<file path="config.mk">
export PLATFORM = sky130hd
export DESIGN_NAME = supply_fail_guard
export DESIGN_NICKNAME = d
export VERILOG_FILES = /design/src/rtl/sfg_pkg.sv /design/src/rtl/sfg_flag_filter.sv /design/src/rtl/sfg_level_select.sv /design/src/rtl/sfg_fsm.sv /design/src/rtl/supply_fail_guard.sv
export SDC_FILE = /design/constraint.sdc
export NUM_CORES = 1
export LEC_CHECK = 0
export ABC_AREA = 1
export BUFFER_PORTS_ARGS = -buffer_cell sky130_fd_sc_hd__buf_2
export CAP_MARGIN = 20
export CORE_AREA = 2 2 39 41
export DETAILED_ROUTE_END_ITERATION = 16
export DIE_AREA = 0 0 41 43
export PLACE_DENSITY = 0.82
export SLEW_MARGIN = 20
export SYNTH_ARGS = -nofsm -noshare
export SYNTH_HDL_FRONTEND = slang
export SYNTH_SLANG_ARGS = --single-unit
</file>
<file path="constraint.sdc">
create_clock -name clk -period 1.7 [get_ports clk]
set_input_delay 0.34 -clock clk [delete_from_list [all_inputs] [get_ports clk]]
set_output_delay 0.34 -clock clk [all_outputs]
set_load 0.05 [all_outputs]
</file>
<file path="src/rtl/sfg_pkg.sv">
package sfg_pkg;
  // Position of each comparator flag within the level vector
  localparam int LVL_SWITCH = 0;  // about 3.0 V, battery switchover
  localparam int LVL_LOW    = 1;  // 4.25 V
  localparam int LVL_MID    = 2;  // 4.5 V
  localparam int LVL_HIGH   = 3;  // 4.75 V
  localparam int LVL_COUNT  = 4;

  typedef enum logic [1:0] {
    ST_SEALED = 2'b00,
    ST_NORMAL = 2'b01,
    ST_PROT   = 2'b10,
    ST_BATT   = 2'b11
  } sfg_state_e;
endpackage

</file>
<file path="src/rtl/sfg_flag_filter.sv">
module sfg_flag_filter #(
  parameter int SYNC_STAGES = 2,
  parameter int FILT_CYCLES = 4
) (
  input  logic clk,
  input  logic rst_n,
  input  logic raw_i,
  output logic filt_o
);
  localparam int CNT_W   = (FILT_CYCLES > 1) ? $clog2(FILT_CYCLES) : 1;
  localparam int CNT_TOP = FILT_CYCLES - 1;

  logic [SYNC_STAGES-1:0] sync_q;
  logic [CNT_W-1:0]       cnt_q;
  logic                   filt_q;

  // Synchronizer chain
  always_ff @(posedge clk or negedge rst_n) begin
    if (!rst_n) sync_q <= '0;
    else        sync_q <= {sync_q[SYNC_STAGES-2:0], raw_i};
  end

  // Persistence counter: the synchronized level must differ from the
  // accepted level for FILT_CYCLES consecutive cycles before it is taken.
  always_ff @(posedge clk or negedge rst_n) begin
    if (!rst_n) begin
      cnt_q  <= '0;
      filt_q <= 1'b0;
    end else if (sync_q[SYNC_STAGES-1] == filt_q) begin
      cnt_q <= '0;
    end else if (cnt_q == CNT_W'(CNT_TOP)) begin
      cnt_q  <= '0;
      filt_q <= sync_q[SYNC_STAGES-1];
    end else begin
      cnt_q <= cnt_q + 1'b1;
    end
  end

  assign filt_o = filt_q;
endmodule

</file>
<file path="src/rtl/sfg_level_select.sv">
module sfg_level_select
  import sfg_pkg::*;
#(
  parameter bit WIDE_TOL = 1'b0
) (
  input  logic [LVL_COUNT-1:0] lvl_f_i,
  output logic                 trip_ok_o,
  output logic                 resume_ok_o,
  output logic                 main_ok_o
);
  localparam int TRIP_IDX   = WIDE_TOL ? LVL_LOW : LVL_MID;
  localparam int RESUME_IDX = WIDE_TOL ? LVL_MID : LVL_HIGH;

  assign trip_ok_o   = lvl_f_i[TRIP_IDX];
  assign resume_ok_o = lvl_f_i[RESUME_IDX];
  assign main_ok_o   = lvl_f_i[LVL_SWITCH];
endmodule

</file>
<file path="src/rtl/sfg_fsm.sv">
module sfg_fsm
  import sfg_pkg::*;
(
  input  logic       clk,
  input  logic       rst_n,
  input  logic       trip_ok_i,
  input  logic       resume_ok_i,
  input  logic       main_ok_i,
  input  logic       wr_req_i,
  input  logic       rd_req_i,
  output logic       mem_we_o,
  output logic       wr_protect_o,
  output logic       in_gate_o,
  output logic       out_hiz_o,
  output logic       batt_sel_o,
  output logic       wr_abort_o,
  output logic [1:0] state_o
);
  sfg_state_e state_q, state_d;

  always_comb begin
    state_d = state_q;
    unique case (state_q)
      ST_SEALED: if (trip_ok_i) state_d = ST_PROT;
      ST_NORMAL: if (!trip_ok_i) state_d = ST_PROT;
      ST_PROT: begin
        if (!main_ok_i)                   state_d = ST_BATT;
        else if (trip_ok_i && resume_ok_i) state_d = ST_NORMAL;
      end
      ST_BATT:   if (main_ok_i) state_d = ST_PROT;
      default:   state_d = ST_SEALED;
    endcase
  end

  always_ff @(posedge clk or negedge rst_n) begin
    if (!rst_n) state_q <= ST_SEALED;
    else        state_q <= state_d;
  end

  logic run_ok;
  // Protection bypasses the state register so a trip cuts writes at once
  assign run_ok       = (state_q == ST_NORMAL) && trip_ok_i;
  assign wr_protect_o = !run_ok;
  assign in_gate_o    = !run_ok;
  assign out_hiz_o    = !run_ok || !rd_req_i;
  assign mem_we_o     = run_ok && wr_req_i;
  assign wr_abort_o   = (state_q == ST_NORMAL) && !trip_ok_i && wr_req_i;
  assign batt_sel_o   = (state_q == ST_BATT);
  assign state_o      = state_q;
endmodule

</file>
<file path="src/rtl/supply_fail_guard.sv">
module supply_fail_guard
  import sfg_pkg::*;
#(
  parameter bit WIDE_TOL    = 1'b0,
  parameter int SYNC_STAGES = 2,
  parameter int FILT_CYCLES = 4
) (
  input  logic                 clk,
  input  logic                 rst_n,
  input  logic [LVL_COUNT-1:0] sup_lvl_i,
  input  logic                 wr_req_i,
  input  logic                 rd_req_i,
  output logic                 mem_we_o,
  output logic                 wr_protect_o,
  output logic                 in_gate_o,
  output logic                 out_hiz_o,
  output logic                 batt_sel_o,
  output logic                 wr_abort_o,
  output logic [1:0]           state_o
);
  logic [LVL_COUNT-1:0] lvl_f;
  logic trip_ok, resume_ok, main_ok;

  for (genvar g = 0; g < LVL_COUNT; g++) begin : g_flag
    sfg_flag_filter #(
      .SYNC_STAGES(SYNC_STAGES),
      .FILT_CYCLES(FILT_CYCLES)
    ) i_filt (
      .clk    (clk),
      .rst_n  (rst_n),
      .raw_i  (sup_lvl_i[g]),
      .filt_o (lvl_f[g])
    );
  end

  sfg_level_select #(.WIDE_TOL(WIDE_TOL)) i_sel (
    .lvl_f_i     (lvl_f),
    .trip_ok_o   (trip_ok),
    .resume_ok_o (resume_ok),
    .main_ok_o   (main_ok)
  );

  sfg_fsm i_fsm (
    .clk          (clk),
    .rst_n        (rst_n),
    .trip_ok_i    (trip_ok),
    .resume_ok_i  (resume_ok),
    .main_ok_i    (main_ok),
    .wr_req_i     (wr_req_i),
    .rd_req_i     (rd_req_i),
    .mem_we_o     (mem_we_o),
    .wr_protect_o (wr_protect_o),
    .in_gate_o    (in_gate_o),
    .out_hiz_o    (out_hiz_o),
    .batt_sel_o   (batt_sel_o),
    .wr_abort_o   (wr_abort_o),
    .state_o      (state_o)
  );
endmodule

</file>
## After elaboration in Yosys (flattened, before gate mapping)

Cells that the tools add are included.

| word-level totals | value |
|---|---|
| flip-flop bits (word level) | 17 |
| bits in latches | 0 |
| memory bits (writable) | 0 |
| ROM bits | 0 |
| input bits | 8 |
| output and inout bits | 8 |
| word-level logic and storage cells | 55 |
| memories | 0 |

| cells by class | value |
|---|---|
| $add $sub $neg | 3 |
| multiply operators | 0 |
| divide/modulo/power cells | 0 |
| $lt $le $gt $ge | 0 |
| equal/unequal tests | 13 |
| shifts and indexed selects | 0 |
| mux-type cells | 12 |
| bitwise logic cells | 3 |
| reductions and logical operators | 14 |

Operators with widths:

| cell | number |
|---|---|
| $mux 2 | 11 |
| $eq 2x2->1 const B | 5 |
| $pmux 2 s4 | 1 |
| $add 2x1->2 const B | 3 |
| $reduce_and 2->1 | 3 |
| $logic_and 1x1->1 | 5 |
| $ne 2x2->1 const B | 2 |
| $reduce_and 4->1 | 1 |
| $eq 1x1->1 | 3 |
| $logic_not 1->1 | 3 |
| $ne 3x2->1 const B | 1 |
| $not 1->1 | 3 |
| $eq 2x1->1 const B | 1 |
| $logic_not 2->1 | 1 |
| $ne 2x1->1 const B | 1 |
| $logic_or 1x1->1 | 1 |

## Longest topological paths before layout

Gate-level depths: netlist of run 1.

| logic depth | value |
|---|---|
| depth in word-level cells | 4 |
| depth in mapped cells | 6 |
| depth with buffers taken out | 6 |

## Hierarchy

From an unflattened synthesis of run 1, not the netlist that was laid out.

| unflattened totals | value |
|---|---|
| cell total of the unflattened synthesis | 104 |
| area, all modules | 939.7 µm² |

Modules (own cells, without submodules):

| module | times used | cells each | area an instance (µm²) | seq. area each (µm²) |
|---|---|---|---|---|
| sfg_flag_filter | 4 | 17 | 182.7 | 125.1 |
| sfg_fsm | 1 | 33 | 186.4 | 50.0 |
| sfg_level_select | 1 | 3 | 22.5 | 0.0 |

## Worst setup path after synthesis of run 1

Ideal clock, no wire load.

| timing | value |
|---|---|
| kind | reg2out |
| start | reg i_fsm.state_q[0], in the netlist i_fsm.state_o[0] |
| end | out wr_abort_o |
| arrival | 2.339 ns |
| data required time | 1.360 ns |
| path slack | -0.979 ns |
| cell stages (with the launch flop) | 3 |
| path buffers | 0 |
| cells stage by stage | dfrtp_1 inv_1 nor4_1 |

| on the way | value |
|---|---|
| longest elaborated chain between the ends | 3 |

RTL lines:

| what | RTL line | RTL |
|---|---|---|
| start: declaration | sfg_fsm.sv:19 | `sfg_state_e state_q, state_d;` |
| start signal: assignment | sfg_fsm.sv:37 | `else state_q <= state_d;` |
| $eq 2x1->1 | sfg_fsm.sv:47 | `assign wr_abort_o = (state_q == ST_NORMAL) && !trip_ok_i && wr_req_i;` |
| $logic_and 1x1->1 (2 in series) | sfg_fsm.sv:47 |  |
| end: declaration | supply_fail_guard.sv:18 | `output logic wr_abort_o,` |

Every way passes these cells.

## Final worst setup path of run 1

| timing | value |
|---|---|
| start | reg i_fsm.state_q[1], in the netlist i_fsm.state_o[1] |
| end | out mem_we_o |

| on the way | value |
|---|---|
| longest elaborated chain between the ends | 3 |

RTL lines:

| what | RTL line | RTL |
|---|---|---|
| $eq 2x1->1 | sfg_fsm.sv:42 | `assign run_ok = (state_q == ST_NORMAL) && trip_ok_i;` |
| $logic_and 1x1->1 | sfg_fsm.sv:42 |  |
| $logic_and 1x1->1 | sfg_fsm.sv:46 | `assign mem_we_o = run_ok && wr_req_i;` |
| end: declaration | supply_fail_guard.sv:13 | `output logic mem_we_o,` |

Every way passes these cells.

==> results of run 1 <==
[per-stage QoR]
step / util [%] / cell area (µm²) / total power, µW / std cells / setup slack (ns)
after detailed placement: 57.8 / 800 / 1290 / 93 / 0.298
after CTS: 60.6 / 838 / 1500 / 98 / 0.0253
final: 61.0 / 845 / 1480 / 98 / 0.0817
after global placement: 57.8 / 800 / 1250 / 93 / 0.329
after global routing: 61.0 / 845 / 1610 / 98 / 0.00321
after floorplan: - / 717 / 1150 / 64 / 0.113
[repair_timing]
action / in CTS / in global routing
resized for setup: 1 / 3
setup endpoints to repair: 1 / 3
hold buffers: 1 / 0
endpoints found under the hold margin: 17 / 0
[state kept, by name (all words and copies together), names as in the netlist]
register              cells
i_fsm.state_o             2
g_flag.i_filt.sync_q      6
g_flag.i_filt.filt_o      3
g_flag.i_filt.cnt_q       6
[power groups by stage]
stage	Clock, µW	Combinational, µW	Sequential [µW]
2_1_floorplan	0	427	724
3_3_place_gp	0	592	661
3_5_place_dp	0	618	670
4_1_cts	210	626	662
5_1_grt	224	704	682
6_report	203	620	661
[worst register-to-register path: cells and delay by family (launching register included)]
family	cells	cell delay (ns)
buffers and inverters	2	0.18
and+or+nand+nor	4	0.33
DFF	1	0.46
[cell families (layout without fill, tap and decap cells)]
group	count (synthesis)	count (layout)
muxes	1	1
AOI/OAI and AO/OA	5	5
and+or+nand+nor	22	22
buffers and inverters	13	31
xor gates and xnor gates	3	3
DFF	17	17
adders and majority gates	3	3
[layout make-up]
type,count,area [µm²],share of cell area [%]
clock buffer,4,26.3,3.11
inverter,12,45.0,5.33
multi-input combinational,34,236,28.0
sequential,17,429,50.8
tap,16,20.0,2.37
timing repair buffer,15,87.6,10.4
[cell usage in the layout, fill, tap and decap left out]
master	count
dfrtp_2	3
buf_2	11
o21ai_0	4
nand2_1	7
nor3_2	1
inv_1	12
clkbuf_4	5
buf_4	1
nand3_1	2
xnor2_1	3
mux2_2	1
nor2_4	1
nor4_4	1
nand4_1	1
dlygate4sd3_1	1
a21oi_1	1
nor3_1	3
dfrtp_1	14
ha_1	3
clkbuf_1	1
nor2_1	5
nand3_4	1
[worst max-delay path by stage]
| stage | start | to | slack [ns] | depth (start not counted) |
|---|---|---|---|---|
| after floorplan | i_fsm.state_o[0] | wr_abort_o | 0.11 | 2 |
| after global placement | g_flag[2].i_filt.filt_o | wr_abort_o | 0.33 | 2 |
| after detailed placement | g_flag[2].i_filt.filt_o | wr_abort_o | 0.30 | 2 |
| after CTS | g_flag[2].i_filt.filt_o | mem_we_o | 0.03 | 3 |
| after global routing | i_fsm.state_o[0] | out_hiz_o | 0.003 | 4 |
| final | i_fsm.state_o[1] | mem_we_o | 0.08 | 4 |
[routing by layer]
metal / up-vias / part of all wire, %
li1: 240 / -
met1: 209 / 41
met2: 14 / 53
met3: 2 / 5.2
met4: 0 / 0.85
met5: - / 0
==> impl_results.md, run 1 <==
- Cell Area, Synth: 684 µm²
- Share of cells above drive strength 1: 30.5%
- Hold/Removal Path Class: in2reg
- Residual DRC: 0
- Synth Area in Compound Gates: 3.66%
- Final nets: 94
- Logic pwr share: about two fifths
- Synth Net Count: between 70 and 80
- CP max stage delay: 0.48 ns
- Die H: 43 µm
- Initial core utilization: 49.5%
- Synth warnings: 0
- GRT overflow: 0
- Setup TNS: 0 ns
- GR Util met3: approximately 4.7%
- Post-synthesis mux area share: 1.65%
- Initial antenna violation count: 0
- Most crowded layer after global routing: met2
- Delay-heaviest family, CP: flip-flops
- Routed wire length: 1.06 mm
- Hold Path Cell Cnt: 1
- Synth top area cells: dfrtp_1 (62%), inv_1 (6.6%), ha_1 (5.5%), nand2_1 (3.8%), xnor2_1 (3.8%)
- Antenna cells: 0
- Finish-stage setup viols: 0
- R2r startpoint: i_fsm.state_o[0]
- CTS Root Buffer Type: clkbuf_4
- Hold Crit Start: sup_lvl_i[3]
- Number of synthesized register bits: 17
- VDD IR max: 0.733 mV
- Via count: 465
- Crit start category: flop
- Async set-reset flop share out of synthesis: 100%
- Sw Pwr: around 660 µW
- Fin. Hold Viols: 0
- Clock latency on the worst-skew pair: about 0.28 ns
- FF-to-FF setup slack: 0.63 ns
- Yosys cell types: 16
- Clock Power Share: between 10% and 20%
- Sequential Power Share: between 40% and 50%
- Top post-synthesis cells by count: dfrtp_1 (17), inv_1 (12), nand2_1 (7)
- Min Hold Slack: 0.162 ns
- Post-synthesis xor/xnor area fraction: 3.84%
- Slew @ Worst Pin: 0.364 ns
- Synth Area in Simple Gates: between 10% and 20%
- Lkg Pwr: 0.000426 µW
- Vias/cell: 4.74
- Core region area: 1380 µm²
- Sw frac: 44.3%
- Internal power: 827 µW
- Number of nets with antenna violations after routing: 0
- Number of global-route vias before repair: around 460
- Top_reg_cell synth: dfrtp_1
- First-pass GRT wire length: approximately 1.9 mm
- Hpwl dp: 804 µm
- WHS Endpoint: g_flag[3].i_filt.sync_q[0]
- Pwr Density: 1760 nW/µm²
- Combinational family with the most area after synthesis: simple AND/OR/NAND/NOR gates
- Iter 0 DRT Violations: 2
- Share of Yosys cell area claimed by the top area cell type: between 60 and 70%
- Path depth of the worst reg2reg path: 6
- Worst-path fanout max: 8
- Slew margin rel.: ~76%
- Slowest cell on crit path: dfrtp_2
- Num CTS Buffers: 3
- Die width: 41 µm
- Post-synth top area cell: dfrtp_1
- Buffers on Ports: 14
- Post-CTS setup buffers: 0
- Adder-cell share of the synthesized area: around 5.5%
- Gp weighted congestion: between 0.6 and 0.7
- Crit path kind: reg2out
- M2 GR Usage: 27.2%
- CP endpoint kind: primary output
- CTS tree: yes
- Routed length per instance: around 11 µm
- H-tree level count: 1
- FMAX: approximately 600 MHz
- Clock Skew: 0.00137 ns
- Area grow syn2layout: 23.4%
- Filler cells: between 100 and 150
- RSZ-0062 raised after global routing: false
- CP required: 1.36 ns
- Final period utilization: 95.2%
- Cell Chain, Critical Path: inv_1 -> nand3_4 -> nor2_4 -> clkbuf_4
- Most frequent cell after synthesis: dfrtp_1
- Post-synthesis sequential area ratio: 62.2%
- Number of synthesized flops with an enable pin: 0
- Final Max Tran Viols: 0
- Reg-to-Reg End: i_fsm.state_o[1]
- Minimum clock period: 1.62 ns
- Clock sinks: 17
- Worst-path clk slew: 0.09 ns
- Syn Inst Count: 64
- All-layer global routing usage: 16.2%
- Pre-antenna DRT Iters: 2
- Die area: between 1500 and 2000 µm²
- I/O pin count: 16
- Largest net degree at the start of global routing: 18
- Max Buffers Root-to-Sink: 2
- Mapped Avg Cell Area: 10.7 µm²
- Buf+Inv Stages, Crit Path: 2
- Status: completed
- Num rows: 14
- M1 GR Usage: 17.3%
- Crit path DAT: between 1 and 1.5 ns
- Maxcap violations: 0
(Power assumes the default switching activity.)
==> run 2: changes to the inputs <==
- CELL_PAD_IN_SITES_DETAIL_PLACEMENT: unset -> 1
- CELL_PAD_IN_SITES_GLOBAL_PLACEMENT: unset -> 1
- CORE_AREA: 2 2 39 41 -> unset
- CORE_UTILIZATION: unset -> 41
- DIE_AREA: 0 0 41 43 -> unset
- PLACE_DENSITY: 0.82 -> 0.84
==> run 2 against run 1 <==
Non-clock buffer count grew 1. First-iteration DRC count shrank 50%. Largest power group is now combinational logic. Critical endpoint is now wr_abort_o. Clock power grew 3%. Register-to-register slack gained 0.03 ns. Fmax grew 0.27%. Wire length grew 18%. Die area grew 4.2%. Utilization shrank 5.1 points. Global-route usage grew 0.94 points.
==> impl_results.md, run 2 (synthesis gave the netlist of run 1 again) <==
- Hold Crit Start: sup_lvl_i[3]
- Vias/cell: 5.00 (+5.4%)
- Hold Path Cell Cnt: 1 (unchanged)
- Buffers on Ports: 14 (unchanged)
- Num rows: 14 (unchanged)
- Placement Cell Area: 800 µm² (unchanged)
- Final Cell Area: 852 µm² (+0.89%)
- Hpwl dp: 963 µm (+20%)
- Hold/Removal Path Class: in2reg
- Slew @ Worst Pin: 0.376 ns (+0.0123 ns)
- Number of global-route vias before repair: 485 (+4.8%)
- Logic pwr share: 43.6% (+1.8 points)
- Core region area: 1520 µm² (+10%)
- Total placed cells including tap cells: 93 (unchanged)
- GRT overflow: 0 (unchanged)
- Num CTS Buffers: 3 (unchanged)
- Met1 WL: 550 µm (+28%)
- Pwr Density: 1800 nW/µm² (+2.7%)
- WHS Endpoint: g_flag[3].i_filt.sync_q[0]
- Share of cells above drive strength 1: 31.3% (+0.84 points)
- Most common cell after layout, fill and taps aside: dfrtp_1
- Die H: 42.9 µm (-0.34%)
- Maxcap violations: 0 (unchanged)
- Die width: 42.9 µm (+4.5%)
- Minimum clock period: 1.61 ns (-0.00433 ns)
- Pre-antenna DRT Iters: 2 (unchanged)
- Lkg Pwr: 0.000431 µW (+1.3%)
- Internal power: 844 µW (+2.1%)
- Metal3 WL: 63 µm (+15%)
- Via count: 495 (+6.5%)
- Initial core utilization: 44.9% (-4.5 points)
- Final period utilization: 94.9% (-0.25 points)
- VDD IR max: 0.708 mV (-3.4%)
- Sw Pwr: 694 µW (+5.5%)
- RSZ-0062 raised after global routing: false
- Crit start category: flop
- CTS Root Buffer Type: clkbuf_4
- First-pass GRT wire length: 2.26 mm (+22%)
- FF-to-FF setup slack: 0.66 ns (+0.03 ns)
- Gp weighted congestion: 0.661 (+4.7%)
- Crit path kind: reg2out
- Number of nets with antenna violations after routing: 0 (unchanged)
- Cell Chain, Critical Path: nor4_4 -> buf_4
- Area grow syn2layout: 24.5%
- Reg-to-Reg End: i_fsm.state_o[1]
- R2r startpoint: i_fsm.state_o[0]
- Largest net degree at the start of global routing: 18 (unchanged)
- Initial antenna violation count: 0 (unchanged)
- Die area: 1840 µm² (+4.2%)
- Finish-stage setup viols: 0 (unchanged)
- Sw frac: 45.1% (+0.81 points)
- Sequential Power Share: 42.7% (-1.9 points)
- Fin. Hold Viols: 0 (unchanged)
- Clock latency on the worst-skew pair: 0.29 ns (about the same)
- Slew margin rel.: 74.9% (-0.82 points)
- Worst-path fanout max: 6 (-2)
- Status: completed
- Crit path DAT: 1.27 ns (about the same)
- Met2 WL post-DR: 618 µm (+9.2%)
- Worst-path clk slew: 0.09 ns (about the same)
- CP endpoint kind: primary output
- Final nets: 95 (+1.1%)
- Final Max Tran Viols: 0 (unchanged)
- Setup TNS: 0 ns (unchanged)
- Clock sinks: 17 (unchanged)
- Final core utilization: 55.9% (-5.1 points)
- Max Buffers Root-to-Sink: 2 (unchanged)
- Residual DRC: 0 (unchanged)
- FMAX: 620 MHz (+0.27%)
- Clock Skew: 0.00255 ns (+0.00118 ns)
- I/O pin count: 16 (unchanged)
- CP required: 1.36 ns (about the same)
- H-tree level count: 1 (unchanged)
- CTS tree: yes
- Routed length per instance: 12.6 µm (+17%)
- Routed wire length: 1.25 mm (+18%)
- Slowest cell on crit path: dfrtp_2
- Antenna cells: 0 (unchanged)
- Non-Filler Instances: 99 (+1.0%)
- Iter 0 DRT Violations: 1 (-1)
- Path depth of the worst reg2reg path: 6 (unchanged)
- CP max stage delay: 0.50 ns (+0.02 ns)
- Commonest cells after routing, fill and taps aside: dfrtp_1 (14), inv_1 (12), buf_2 (11), nand2_1 (7), nor2_1 (5)
- All-layer global routing usage: 17.2% (+0.94 points)
- Top sig layer: met4
- Clock Power Share: 13.6% (about the same)
- Filler cells: 187 (+58%)
[run 2: final cells by class]
class	instances	area, µm²	area share, %
clock buffer	4	26.3	3.08
inverter	12	45.0	5.29
multi-input combinational	34	236	27.8
sequential	17	429	50.4
tap	16	20.0	2.35
timing repair buffer	16	95.1	11.2
[run 2: metal layers]
layer | global-route usage [%] | vias to the layer above
met5 | 0 | -
met4 | 9.38 | 0
met3 | 3.83 | 3
met2 | 25.2 | 17
met1 | 23.5 | 238
li1 | - | 237
[run 2: power groups by stage]
| stage | clock [µW] | combinational, µW | sequential (µW) |
|---|---|---|---|
| final | 210 | 671 | 657 |
| after global routing | 238 | 759 | 674 |
| after CTS | 221 | 646 | 674 |
| after detailed placement | 0 | 635 | 681 |
| after global placement | 0 | 596 | 663 |
| after floorplan | 0 | 427 | 724 |
[run 2: worst max-delay path by stage]
stage | from | to | slack [ns] | cells past startpoint
floorplan | i_fsm.state_o[0] | wr_abort_o | 0.11 | 2
global placement | g_flag[2].i_filt.filt_o | wr_abort_o | 0.32 | 2
detailed placement | g_flag[2].i_filt.filt_o | wr_abort_o | 0.28 | 2
CTS | i_fsm.state_o[1] | mem_we_o | 0.03 | 4
global route | g_flag[2].i_filt.filt_o | wr_abort_o | 0.02 | 2
finish | g_flag[2].i_filt.filt_o | wr_abort_o | 0.09 | 2
[run 2: stage by stage]
| step | hold slack [ns] | total power [µW] | setup slack, ns |
|---|---|---|---|
| 3_3_place_gp | 0.271 | 1260 | 0.324 |
| 2_1_floorplan | 0.0444 | 1150 | 0.113 |
| 4_1_cts | 0.138 | 1540 | 0.0255 |
| 6_report | 0.149 | 1540 | 0.0860 |
| 5_1_grt | 0.129 | 1670 | 0.0214 |
| 3_5_place_dp | 0.275 | 1320 | 0.280 |
[run 2: repair_timing]
item	in CTS	in global routing
endpoints found under the setup margin	2	2
gates resized for setup	2	3
hold buffers	1	0
hold endpoints to repair	17	0
setup buffers	0	1
[run 2: critical path, delay by kind of cell (launching register included)]
kind | cells | cell delay (ns)
flip-flops | 1 | 0.50
AND/OR/NAND/NOR | 1 | 0.26
buffers and inverters | 1 | 0.23
==> run 3: changes to the inputs <==
--- a/config.mk
+++ b/config.mk
@@ -12,5 +12,5 @@
 export CELL_PAD_IN_SITES_GLOBAL_PLACEMENT = 1
-export CORE_UTILIZATION = 41
+export CORE_UTILIZATION = 38
 export DETAILED_ROUTE_END_ITERATION = 16
-export PLACE_DENSITY = 0.84
+export PLACE_DENSITY = 0.79
 export SLEW_MARGIN = 20
==> constraint.sdc (replaced) <==
create_clock -name clk -period 1.6 [get_ports clk]
set_input_delay 0.48 -clock clk [delete_from_list [all_inputs] [get_ports clk]]
set_output_delay 0.48 -clock clk [all_outputs]
set_load 0.05 [all_outputs]
==> run 3 against run 2 <==
Highest routed layer unchanged. Sequential power rose by 4.1%. Critical path type unchanged. Clock skew fell by 0.00089 ns. Register-to-register slack lost 0.16 ns. Utilization grew 3.1 points. Wire length increased by 14%. Count of clock-buffer cells in the layout did not move. The run now ends with setup timing left. Worst setup slack worse by 0.18 ns. First-iteration DRC count grew to 4.0 times the previous value. Largest power group unchanged. Combinational power up 31%. Final cell count grew 13%. Sequential share of layout area is 4.8 points lower. Non-clock buffer count grew 5.
==> impl_results.md, run 3 (synthesis gave the netlist of run 1 again) <==
- Slew margin rel.: 74.7% (-0.18 points)
- Hold Buf Count CTS: 0 (-1)
- Failing checks: setup timing
- Routed wire length: 1.43 mm (+14%)
- Non-Filler Instances: 112 (+13%)
- Sw frac: 43.9% (-1.3 points)
- Num rows: 14 (unchanged)
- CTS Root Buffer Type: clkbuf_4
- Min Hold Slack: 0.0994 ns (-0.0500 ns)
- Core region area: 1590 µm² (+4.6%)
- Number of nets with antenna violations after routing: 0 (unchanged)
- Final nets: 100 (+5.3%)
- Minimum clock period: 1.70 ns
- Final Max Tran Viols: 0 (unchanged)
- Maxcap violations: 0 (unchanged)
- Lkg Pwr: 0.000466 µW (+8.2%)
- CP endpoint kind: primary output
- Slew @ Worst Pin: 0.379 ns (+0.00273 ns)
- Internal power: 1000 µW (+19%)
- Routed length per instance: 12.7 µm (+0.76%)
- Final WS setup: -0.0956 ns (-0.182 ns)
- Most common cell after layout, fill and taps aside: dfrtp_1
- Via count: 514 (+3.8%)
- CTS tree: yes
- VDD IR max: 0.857 mV (+21%)
- Clock Skew: 0.00166 ns (-0.000887 ns)
- FMAX: 590 MHz
- Area grow syn2layout: 37.5%
- Clock sinks: 17 (unchanged)
- Num CTS Buffers: 3 (unchanged)
- Buffers on Ports: 14 (unchanged)
- Sw Pwr: 783 µW (+13%)
- Crit start category: flop
- Share of cells above drive strength 1: 40.9% (+9.6 points)
- Metal3 WL: 55 µm (-13%)
- Setup TNS: -0.281 ns (-0.281 ns)
- Hold/Removal Path Class: in2async
- Sequential Power Share: 38.3% (-4.4 points)
- Worst-path fanout max: 3 (-3)
- Crit path kind: reg2out
- Initial core utilization: 42.9% (-2.0 points)
- Worst-path clk slew: 0.09 ns (about the same)
- RSZ-0062 raised after global routing: true
- Die width: 44.4 µm (+3.7%)
- Clock Power Share: 12.5% (-1.1 points)
- Filler cells: 167 (-11%)
- Hpwl dp: 1.10 mm (+15%)
- Pre-CTS setup slack: -0.0145 ns (-0.294 ns)
- Pwr Density: 1900 nW/µm² (+5.2%)
- Number of global-route vias before repair: 526 (+8.5%)
- Total placed cells including tap cells: 103 (+11%)
- Clock latency on the worst-skew pair: 0.28 ns (about the same)
- Top sig layer: met4
- H-tree level count: 1 (unchanged)
- Die H: 44.4 µm (+3.7%)
- Vias/cell: 4.59 (-8.2%)
- Total power: 1790 µW (+16%)
- Iter 0 DRT Violations: 4 (+3)
- Path depth of the worst reg2reg path: 6 (unchanged)
- Fin. Hold Viols: 0 (unchanged)
- Met1 WL: 549 µm (-0.18%)
- Antenna cells: 0 (unchanged)
- Pre-antenna DRT Iters: 4 (+2)
- CP required: 1.12 ns (-0.24 ns)
- Status: complete, but fails checks
- Initial antenna violation count: 0 (unchanged)
- Largest net degree at the start of global routing: 18 (unchanged)
- First-pass GRT wire length: 2.33 mm (+3.4%)
- GRT overflow: 0 (unchanged)
- Met2 WL post-DR: 796 µm (+29%)
- Residual DRC: 0 (unchanged)
- All-layer global routing usage: 17.7% (+0.50 points)
- Gp weighted congestion: 0.680 (+3.0%)
- Crit path DAT: 1.22 ns (-0.05 ns)
- Max Buffers Root-to-Sink: 2 (unchanged)
- Final period utilization: 106%
- Commonest cells after routing, fill and taps aside: dfrtp_1 (14), inv_1 (10), buf_4 (9), nand2_1 (7), buf_2 (7)
- Finish-stage setup viols: 6 (+6)
- I/O pin count: 16 (unchanged)
- Logic pwr share: 49.2% (+5.6 points)
- Die area: 1970 µm² (+7.5%)
[run 3: path summary, 6_finish.rpt]
path | end | slack [ns] | from
min in group clk | g_flag[2].i_filt.sync_q[0] | 0.30 | sup_lvl_i[2]
worst max register to register | i_fsm.state_o[1] | 0.50 | i_fsm.state_o[0]
worst max-delay path | wr_abort_o | -0.1 | g_flag[2].i_filt.filt_o
worst min-delay path | g_flag[3].i_filt.sync_q[0] | 0.1 | rst_n
worst min register to register | g_flag[0].i_filt.sync_q[1] | 0.35 | g_flag[0].i_filt.sync_q[0]
max in group asynchronous | i_fsm.state_o[0] | 1.21 | rst_n
[run 3: layer usage]
layer	GRT usage, %	vias to the layer above
met5	0	-
met2	33.5	18
met4	9.09	0
met3	4.08	2
met1	17.6	243
li1	-	251
[run 3: critical path: stages, from the launching register on]
cell and delay, ns:
dfrtp_2 0.46, nor4_4 0.28, buf_6 0.19
[run 3: area by class of cell]
type                       instances  area [µm²]  area share [%]
multi-input combinational         34         244            25.9
clock buffer                       4        26.3            2.79
sequential                        17         429            45.6
timing repair buffer              21         166            17.7
tap                               24        30.0            3.19
inverter                          12        45.0            4.79
[run 3: repair_timing]
action,CTS,global route
resized for setup,12,6
endpoints found under the setup margin,6,8
pin swaps,0,1
setup buffers,3,2
[run 3: power by group through the flow]
stage                     clock network [µW]  logic, µW  registers, µW
after CTS                                232        829            698
after detailed placement                   0        718            718
after global placement                     0        671            695
final                                    223        879            684
after floorplan                            0        461            773
after global routing                     248        973            702
[run 3: stage by stage]
stage / cell area [µm²] / utilization (%)
2_1_floorplan: 726 / -
3_3_place_gp: 830 / 52.0
3_5_place_dp: 830 / 52.0
4_1_cts: 913 / 57.3
5_1_grt: 941 / 59.0
6_report: 941 / 59.0
